$ cat config.mk
export PLATFORM = sky130hd
export DESIGN_NAME = cta_tag_array
export DESIGN_NICKNAME = d
export VERILOG_FILES = /design/src/rtl/cta_pkg.sv /design/src/rtl/cta_match.sv /design/src/rtl/cta_walker.sv /design/src/rtl/cta_wb.sv /design/src/rtl/cta_tag_array.sv
export SDC_FILE = /design/constraint.sdc
export NUM_CORES = 2
export LEC_CHECK = 0
export BUFFER_PORTS_ARGS = -buffer_cell sky130_fd_sc_hd__buf_2
export CAP_MARGIN = 40
export CORE_MARGIN = 2
export CORE_UTILIZATION = 58
export DETAILED_ROUTE_END_ITERATION = 8
export PLACE_DENSITY = 0.82
export SLEW_MARGIN = 25
export SYNTH_ARGS = -nofsm -noshare
export SYNTH_HDL_FRONTEND = slang
export SYNTH_SLANG_ARGS = --single-unit
$ cat constraint.sdc
create_clock -name clk -period 4.3 [get_ports clk]
set_input_delay 0.43 -clock clk [delete_from_list [all_inputs] [get_ports clk]]
set_output_delay 0.43 -clock clk [all_outputs]
set_load 0.02 [all_outputs]
$ cat src/rtl/cta_pkg.sv
package cta_pkg;

  typedef logic [31:0] cta_addr_t;

  typedef enum logic [2:0] {
    CTA_NOP      = 3'd0,
    CTA_LOOKUP   = 3'd1,
    CTA_WRITE    = 3'd2,
    CTA_FILL     = 3'd3,
    CTA_INV_ADDR = 3'd4,
    CTA_INV_SW   = 3'd5,
    CTA_INV_ALL  = 3'd6,
    CTA_CLEAN_SW = 3'd7
  } cta_op_e;

  // Half select: the address bit worth half a line.
  function automatic logic cta_half_sel(cta_addr_t a, int unsigned off_w);
    return a[off_w-1];
  endfunction

  // Dirty mask for one half: bit 1 upper, bit 0 lower.
  function automatic logic [1:0] cta_half_mask(logic upper);
    return upper ? 2'b10 : 2'b01;
  endfunction

  // Ops that report the match result.
  function automatic logic cta_reports_hit(cta_op_e o);
    return (o == CTA_LOOKUP) || (o == CTA_WRITE) || (o == CTA_INV_ADDR);
  endfunction

endpackage

$ cat src/rtl/cta_match.sv
module cta_match #(
  parameter int WAYS  = 4,
  parameter int TAG_W = 27,
  localparam int WAY_W = $clog2(WAYS)
) (
  input  logic [TAG_W-1:0] tags_i [WAYS],
  input  logic [WAYS-1:0]  vals_i,
  input  logic [TAG_W-1:0] tag_i,
  output logic             hit_o,
  output logic [WAY_W-1:0] way_o
);
  logic [WAYS-1:0] eq;

  for (genvar w = 0; w < WAYS; w++) begin : g_cmp
    assign eq[w] = vals_i[w] && (tags_i[w] == tag_i);
  end

  assign hit_o = |eq;

  // Lowest matching way wins.
  always_comb begin
    way_o = '0;
    for (int w = WAYS - 1; w >= 0; w--) begin
      if (eq[w]) way_o = WAY_W'(w);
    end
  end
endmodule

$ cat src/rtl/cta_walker.sv
module cta_walker #(
  parameter int ENTRIES = 32,
  localparam int ENT_W = $clog2(ENTRIES)
) (
  input  logic             clk,
  input  logic             rst_n,
  input  logic             start_i,
  output logic             active_o,
  output logic [ENT_W-1:0] idx_o
);
  localparam logic [ENT_W-1:0] LAST = ENT_W'(ENTRIES - 1);

  always_ff @(posedge clk or negedge rst_n) begin
    if (!rst_n) begin
      active_o <= 1'b0;
      idx_o    <= '0;
    end else if (start_i) begin
      active_o <= 1'b1;
      idx_o    <= '0;
    end else if (active_o) begin
      if (idx_o == LAST) active_o <= 1'b0;
      else               idx_o    <= idx_o + ENT_W'(1);
    end
  end

  AST_WALK_STEP: assert property (@(posedge clk) disable iff (!rst_n)
    (active_o && idx_o != LAST) |=> (active_o && idx_o == $past(idx_o) + ENT_W'(1)));
endmodule

$ cat src/rtl/cta_wb.sv
module cta_wb #(
  parameter int TAG_W = 27,
  parameter int ENT_W = 5,
  localparam int OFF_W = 32 - TAG_W
) (
  input  logic             clk,
  input  logic             rst_n,
  input  logic             launch_i,
  input  logic [TAG_W-1:0] tag_i,
  input  logic [1:0]       halves_i,
  input  logic [ENT_W-1:0] ent_i,
  input  logic             ack_i,
  output logic             req_o,
  output logic [31:0]      base_o,
  output logic [1:0]       halves_o,
  output logic [ENT_W-1:0] ent_o,
  output logic             done_o
);
  assign done_o = req_o && ack_i;

  always_ff @(posedge clk or negedge rst_n) begin
    if (!rst_n) begin
      req_o    <= 1'b0;
      base_o   <= '0;
      halves_o <= '0;
      ent_o    <= '0;
    end else if (done_o) begin
      req_o <= 1'b0;
    end else if (launch_i && !req_o) begin
      req_o    <= 1'b1;
      base_o   <= {tag_i, {OFF_W{1'b0}}};
      halves_o <= halves_i;
      ent_o    <= ent_i;
    end
  end

  AST_WB_NONZERO: assert property (@(posedge clk) disable iff (!rst_n)
    req_o |-> (halves_o != 2'b00));
  AST_WB_HOLD: assert property (@(posedge clk) disable iff (!rst_n)
    (req_o && !ack_i) |=> (req_o && $stable(base_o) && $stable(halves_o)));
endmodule

$ cat src/rtl/cta_tag_array.sv
module cta_tag_array #(
  parameter int LINE_BYTES = 32,
  parameter int SETS       = 8,
  parameter int WAYS       = 4,
  localparam int IDX_W = $clog2(SETS),
  localparam int WAY_W = $clog2(WAYS)
) (
  input  logic             clk,
  input  logic             rst_n,
  input  logic [2:0]       op_i,
  input  logic [31:0]      addr_i,
  input  logic [IDX_W-1:0] sw_set_i,
  input  logic [WAY_W-1:0] sw_way_i,
  input  logic             wb_mode_i,
  input  logic             wb_ack_i,
  output logic             busy_o,
  output logic             hit_o,
  output logic [WAY_W-1:0] hit_way_o,
  output logic             absorb_o,
  output logic             wb_req_o,
  output logic [31:0]      wb_base_o,
  output logic [1:0]       wb_halves_o
);
  import cta_pkg::*;

  localparam int OFF_W   = $clog2(LINE_BYTES);
  localparam int TAG_W   = 32 - OFF_W;
  localparam int ENTRIES = SETS * WAYS;
  localparam int ENT_W   = $clog2(ENTRIES);

  // State arrays, entry index = {set, way}
  logic [TAG_W-1:0]   tag_q   [ENTRIES];
  logic [ENTRIES-1:0] val_q;
  logic [1:0]         dirty_q [ENTRIES];

  cta_op_e          op;
  logic [IDX_W-1:0] cur_set;
  logic [TAG_W-1:0] cur_tag;
  logic             half;
  logic [TAG_W-1:0] way_tag [WAYS];
  logic [WAYS-1:0]  way_val;
  logic             m_hit;
  logic [WAY_W-1:0] m_way;
  logic [ENT_W-1:0] hit_ent, sw_ent, fill_ent, walk_idx, wb_ent;
  logic             accept, walk_active, walk_start, wb_launch, wb_done;

  assign op       = cta_op_e'(op_i);
  assign cur_set  = addr_i[OFF_W +: IDX_W];
  assign cur_tag  = addr_i[31:OFF_W];
  assign half     = cta_half_sel(addr_i, OFF_W);
  assign hit_ent  = {cur_set, m_way};
  assign sw_ent   = {sw_set_i, sw_way_i};
  assign fill_ent = {cur_set, sw_way_i};

  for (genvar w = 0; w < WAYS; w++) begin : g_way
    assign way_tag[w] = tag_q[{cur_set, WAY_W'(w)}];
    assign way_val[w] = val_q[{cur_set, WAY_W'(w)}];
  end

  cta_match #(.WAYS(WAYS), .TAG_W(TAG_W)) u_match (
    .tags_i(way_tag), .vals_i(way_val), .tag_i(cur_tag),
    .hit_o(m_hit), .way_o(m_way)
  );

  assign busy_o     = walk_active || wb_req_o;
  assign accept     = !busy_o;
  assign walk_start = accept && (op == CTA_INV_ALL);
  assign wb_launch  = accept && (op == CTA_CLEAN_SW) && val_q[sw_ent] && (|dirty_q[sw_ent]);

  assign hit_o     = accept && cta_reports_hit(op) && m_hit;
  assign hit_way_o = hit_o ? m_way : '0;
  assign absorb_o  = accept && (op == CTA_WRITE) && m_hit && wb_mode_i;

  cta_walker #(.ENTRIES(ENTRIES)) u_walk (
    .clk(clk), .rst_n(rst_n), .start_i(walk_start),
    .active_o(walk_active), .idx_o(walk_idx)
  );

  cta_wb #(.TAG_W(TAG_W), .ENT_W(ENT_W)) u_wb (
    .clk(clk), .rst_n(rst_n), .launch_i(wb_launch),
    .tag_i(tag_q[sw_ent]), .halves_i(dirty_q[sw_ent]), .ent_i(sw_ent),
    .ack_i(wb_ack_i), .req_o(wb_req_o), .base_o(wb_base_o),
    .halves_o(wb_halves_o), .ent_o(wb_ent), .done_o(wb_done)
  );

  always_ff @(posedge clk or negedge rst_n) begin
    if (!rst_n) begin
      val_q <= '0;
      for (int e = 0; e < ENTRIES; e++) begin
        tag_q[e]   <= '0;
        dirty_q[e] <= '0;
      end
    end else begin
      if (walk_active) val_q[walk_idx] <= 1'b0;
      if (wb_done)     dirty_q[wb_ent] <= 2'b00;
      if (accept) begin
        unique case (op)
          CTA_WRITE: if (absorb_o) dirty_q[hit_ent] <= dirty_q[hit_ent] | cta_half_mask(half);
          CTA_FILL: begin
            tag_q[fill_ent]   <= cur_tag;
            val_q[fill_ent]   <= 1'b1;
            dirty_q[fill_ent] <= 2'b00;
          end
          CTA_INV_ADDR: if (m_hit) val_q[hit_ent] <= 1'b0;
          CTA_INV_SW:   val_q[sw_ent] <= 1'b0;
          default: ;
        endcase
      end
    end
  end

  AST_FILL_VALID: assert property (@(posedge clk) disable iff (!rst_n)
    (accept && op == CTA_FILL) |=> val_q[$past(fill_ent)]);
  AST_ABSORB_MARKS: assert property (@(posedge clk) disable iff (!rst_n)
    absorb_o |=> ((dirty_q[$past(hit_ent)] & cta_half_mask($past(half))) != 2'b00));
  AST_INVSW_CLEARS: assert property (@(posedge clk) disable iff (!rst_n)
    (accept && op == CTA_INV_SW) |=> !val_q[$past(sw_ent)]);
  AST_INVALL_EMPTY: assert property (@(posedge clk) disable iff (!rst_n)
    $fell(walk_active) |-> (val_q == '0));
endmodule

==> metrics.log <==
[metrics] outcome: complete, but fails checks
[metrics] violations in the final reports: negative setup slack
[metrics] post-route minimum period: 4.749 ns
[metrics] WL per Instance: 35.34 um
[metrics] Sw Share: 28.28%
[metrics] number of nets in the finished design: 4805
[metrics] part of the power in registers: 45.3%
[metrics] Hold WC Path Type: input port to flip-flop
[metrics] ratio of total power to cell area: 372.4 nW/um^2
[metrics] worst reg2reg path startpoint: tag_q[671]
[metrics] maximum buffer depth of the clock tree: 3
[metrics] max-cap violations: 0
[metrics] Hold Vio Cnt, Final: 0
[metrics] fraction of the cycle the final worst path needs: 110.4%
[metrics] count of standard-cell rows: 111
[metrics] number of input and output port buffers inserted: 74
[metrics] Worst setup EP type: output port
[metrics] Startpoint Class: flip-flop
[metrics] Initial Utilization: just under 60%
[metrics] Critical Path RT: around 3.9 ns
[metrics] count of unique library cells instantiated by Yosys: 80
[metrics] # clock sinks: 1001
[metrics] latest clock arrival within the worst-skew pair: between 0.7 and 0.8 ns
[metrics] Critical Path Fanout Max: 6
[metrics] DR DRC count: 0
[metrics] wire length of the first global-routing pass: 311800 um
[metrics] Fmax achieved: 0.2106 GHz
[metrics] worst setup skew after layout: 0.04616 ns
[metrics] internal portion of total power: 0.01692 W
[metrics] number of clock buffers inserted by TritonCTS: 104
[metrics] CTS tree: built
[metrics] Syn Inst Count: between 4000 and 5000
[metrics] core area: ~92000 um^2
[metrics] GRT Overall Usage: 45.53%
[metrics] DP Worst Slack: -1.050 ns
[metrics] post-detail-place hpwl: 136000 um
[metrics] Synth Cell Area: 53740 um^2
[metrics] vias after detailed routing: 45770
[metrics] total congestion overflow after global routing: 0
[metrics] cell depth of the worst flop-to-flop path: 14
[metrics] share of layout cells above drive strength 1: 39.64%
[metrics] total number of H-tree levels: 3
[metrics] post-synthesis area per instance: 12.18 um^2
[metrics] Routed Antenna Nets: 0
[metrics] static leakage power: 29.29 nW
[metrics] most numerous cell types in the synthesized netlist: 1001 x sky130_fd_sc_hd__dfrtp_1, 634 x sky130_fd_sc_hd__mux2_2, 415 x sky130_fd_sc_hd__nand2_1
[metrics] combinational cell fraction of total power: 15.1%
[metrics] Setup crit start: tag_q[671]
[metrics] area overhead of the layout relative to synthesis: 17.90%
[metrics] most frequent cell after synthesis: sky130_fd_sc_hd__dfrtp_1
[metrics] measured slew at the worst slew-check pin: 0.9978 ns
[metrics] final standard cell utilization of the core: roughly 70%
[metrics] largest net degree at the start of global routing: roughly 110
[metrics] most area-hungry cell type in the Yosys netlist: sky130_fd_sc_hd__dfrtp_1
[metrics] setup repair after global routing missed its margin: true
[metrics] synth top area cells: sky130_fd_sc_hd__dfrtp_1 47%, sky130_fd_sc_hd__mux2_2 13%, sky130_fd_sc_hd__mux4_2 13%
[metrics] r2r setup slk: -0.43 ns
[metrics] number of pins exceeding their max-slew limit in the final report: 0
[metrics] share of the synthesized area in the top cell type: 46.61%
[metrics] drt first-iter violations: about 7600
[metrics] sum of routed wire length over all layers: 215200 um
[metrics] smallest setup slack after layout: -0.4488 ns
[metrics] Final Power: 0.02359 W
[metrics] via count of the first global-routing pass: 44890
[metrics] share of synthesized flip-flops with an asynchronous set or reset: 100.0%
[metrics] top flip-flop cell by instance count after synthesis: sky130_fd_sc_hd__dfrtp_1
[metrics] final setup fails: 68
[metrics] root buffer selected by CTS: sky130_fd_sc_hd__clkbuf_16
[metrics] sequential fraction of the synthesis area: 46.61%
[metrics] number of flops mapped to enable cells by yosys: 0
[metrics] arrival time at the worst endpoint: 4.32 ns
[metrics] flops & latches, synth: 1001
[metrics] Switching Power: 0.006671 W
[metrics] top-level port count: 84
[metrics] startpoint of the lowest-slack hold path: addr_i[27]
[metrics] peak supply drop: 354.9 uV
[metrics] Die Area: 95100 um^2
[metrics] Layout fillers: 6200
[metrics] gpl congestion: 1.021
[metrics] Critical R2R Capture: dirty_q[11]
[metrics] DRT Pass-1 Iters: 8
[metrics] worst setup path category: flip-flop to output port
[metrics] Vias per Instance: 7.516
[metrics] Clock Power Share: 39.6%
[metrics] Max transition margin: 33.48%
[metrics] count of yosys warnings during synthesis: 0
[metrics] initial antenna violation count: 6
[metrics] post-CTS clock slew at the launch and capture registers of the worst setup and hold paths: approximately 0.060 ns
[metrics] horizontal die dimension: 308.4 um
[metrics] Die Ht: 308.4 um
[metrics] capturing element of the worst setup path: hit_way_o[0]
cells by family (layout without fill, tap and decap cells):
kind of cell / after synthesis / count (layout) / synth area share, %
muxes: 1137 / 1137 / 30.05
DFF: 1001 / 1001 / 46.61
and+or+nand+nor: 877 / 877 / 7.790
AOI/OAI and AO/OA: 871 / 871 / 10.76
buffers and inverters: 450 / 873 / 3.539
xor gates and xnor gates: 69 / 69 / 1.125
adders and majority gates: 5 / 5 / 0.1164
other: 1 / 14 / 0.006978
worst max-delay path, cell delays in order (launching register included):
cell	delay (ns)
sky130_fd_sc_hd__dfrtp_1	0.42
sky130_fd_sc_hd__mux4_2	0.51
sky130_fd_sc_hd__mux2i_4	0.19
sky130_fd_sc_hd__xnor2_2	0.20
sky130_fd_sc_hd__nand3_2	0.15
sky130_fd_sc_hd__or4_4	0.59
sky130_fd_sc_hd__or4_4	0.58
sky130_fd_sc_hd__o22ai_4	0.23
sky130_fd_sc_hd__nand2_2	0.13
sky130_fd_sc_hd__buf_12	0.15
sky130_fd_sc_hd__buf_6	0.14
sky130_fd_sc_hd__nor3_4	0.13
sky130_fd_sc_hd__buf_6	0.14
power groups by stage:
stage	clock, W	sequential [W]	combinational (W)
2_1_floorplan	0	0.0105	0.00203
3_3_place_gp	0	0.0107	0.00324
3_5_place_dp	0	0.0108	0.00333
4_1_cts	0.00929	0.0106	0.00342
5_1_grt	0.00970	0.0107	0.00371
6_report	0.00934	0.0107	0.00356
layout by cell type, fill, tap and decap left out, drive strengths merged, types with 53 or more instances in the layout:
master,n
a221oi,79
a21oi,70
o22ai,59
dfrtp,1001
mux4,316
o21ai,327
nor2,104
buf,650
a22o,68
clkbuf,159
a22oi,53
mux2i,171
nand2,416
mux2,650
sequential cells by signal, indices dropped and copies added (netlist names):
register,cells
u_wb.base_o,27
tag_q,864
u_walk.idx_o,5
u_walk.active_o,1
u_wb.ent_o,5
u_wb.halves_o,2
dirty_q,64
val_q,32
u_wb.req_o,1
per-layer routing:
layer | global-route usage, % | part of all wire, %
met5 | 0 | 0.016
met4 | 32.56 | 9.4
met3 | 20.13 | 16
met2 | 62.93 | 41
met1 | 56.91 | 33
worst min-delay path by stage:
stage	endpoint	slack (ns)	cells past startpoint
after detailed placement	tag_q[622]	0.47	1
final	tag_q[535]	0.11	2
after global placement	tag_q[675]	0.45	2
after global routing	tag_q[180]	0.09	2
after floorplan	dirty_q[0]	0.13	0
after CTS	tag_q[535]	0.11	2
cell type report:
class	instances	area [um^2]	area share, %
multi-input combinational	2964	27370	43.20
sequential	1001	25050	39.54
timing repair buffer	657	5787	9.133
clock buffer	156	3019	4.765
tap	1243	1555	2.455
clock inverter	32	445.4	0.7030
inverter	28	107.6	0.1698
antenna	9	22.52	0.03555
through the flow:
step	cells	hold WS, ns	instance area [um^2]	TNS (ns)
after floorplan	4415	0.1344	53880	-2.818
after global placement	5862	0.4477	59020	-62.17
after detailed placement	5865	0.4739	59050	-65.23
after CTS	6073	0.1067	63100	-15.77
after global routing	6082	0.08978	63340	-24.53
final	6090	0.1066	63360	-19.73
what timing repair did:
item / in CTS / in global routing
cloned: 3 / 0
gates resized for setup: 97 / 26
setup endpoints to repair: 63 / 78
hold endpoints to repair: 73 / 0
hold buffers: 2 / 0
buffers inserted: 17 / 2
pin swaps: 24 / 14
No activity file was read; power rests on OpenSTA's default activity.
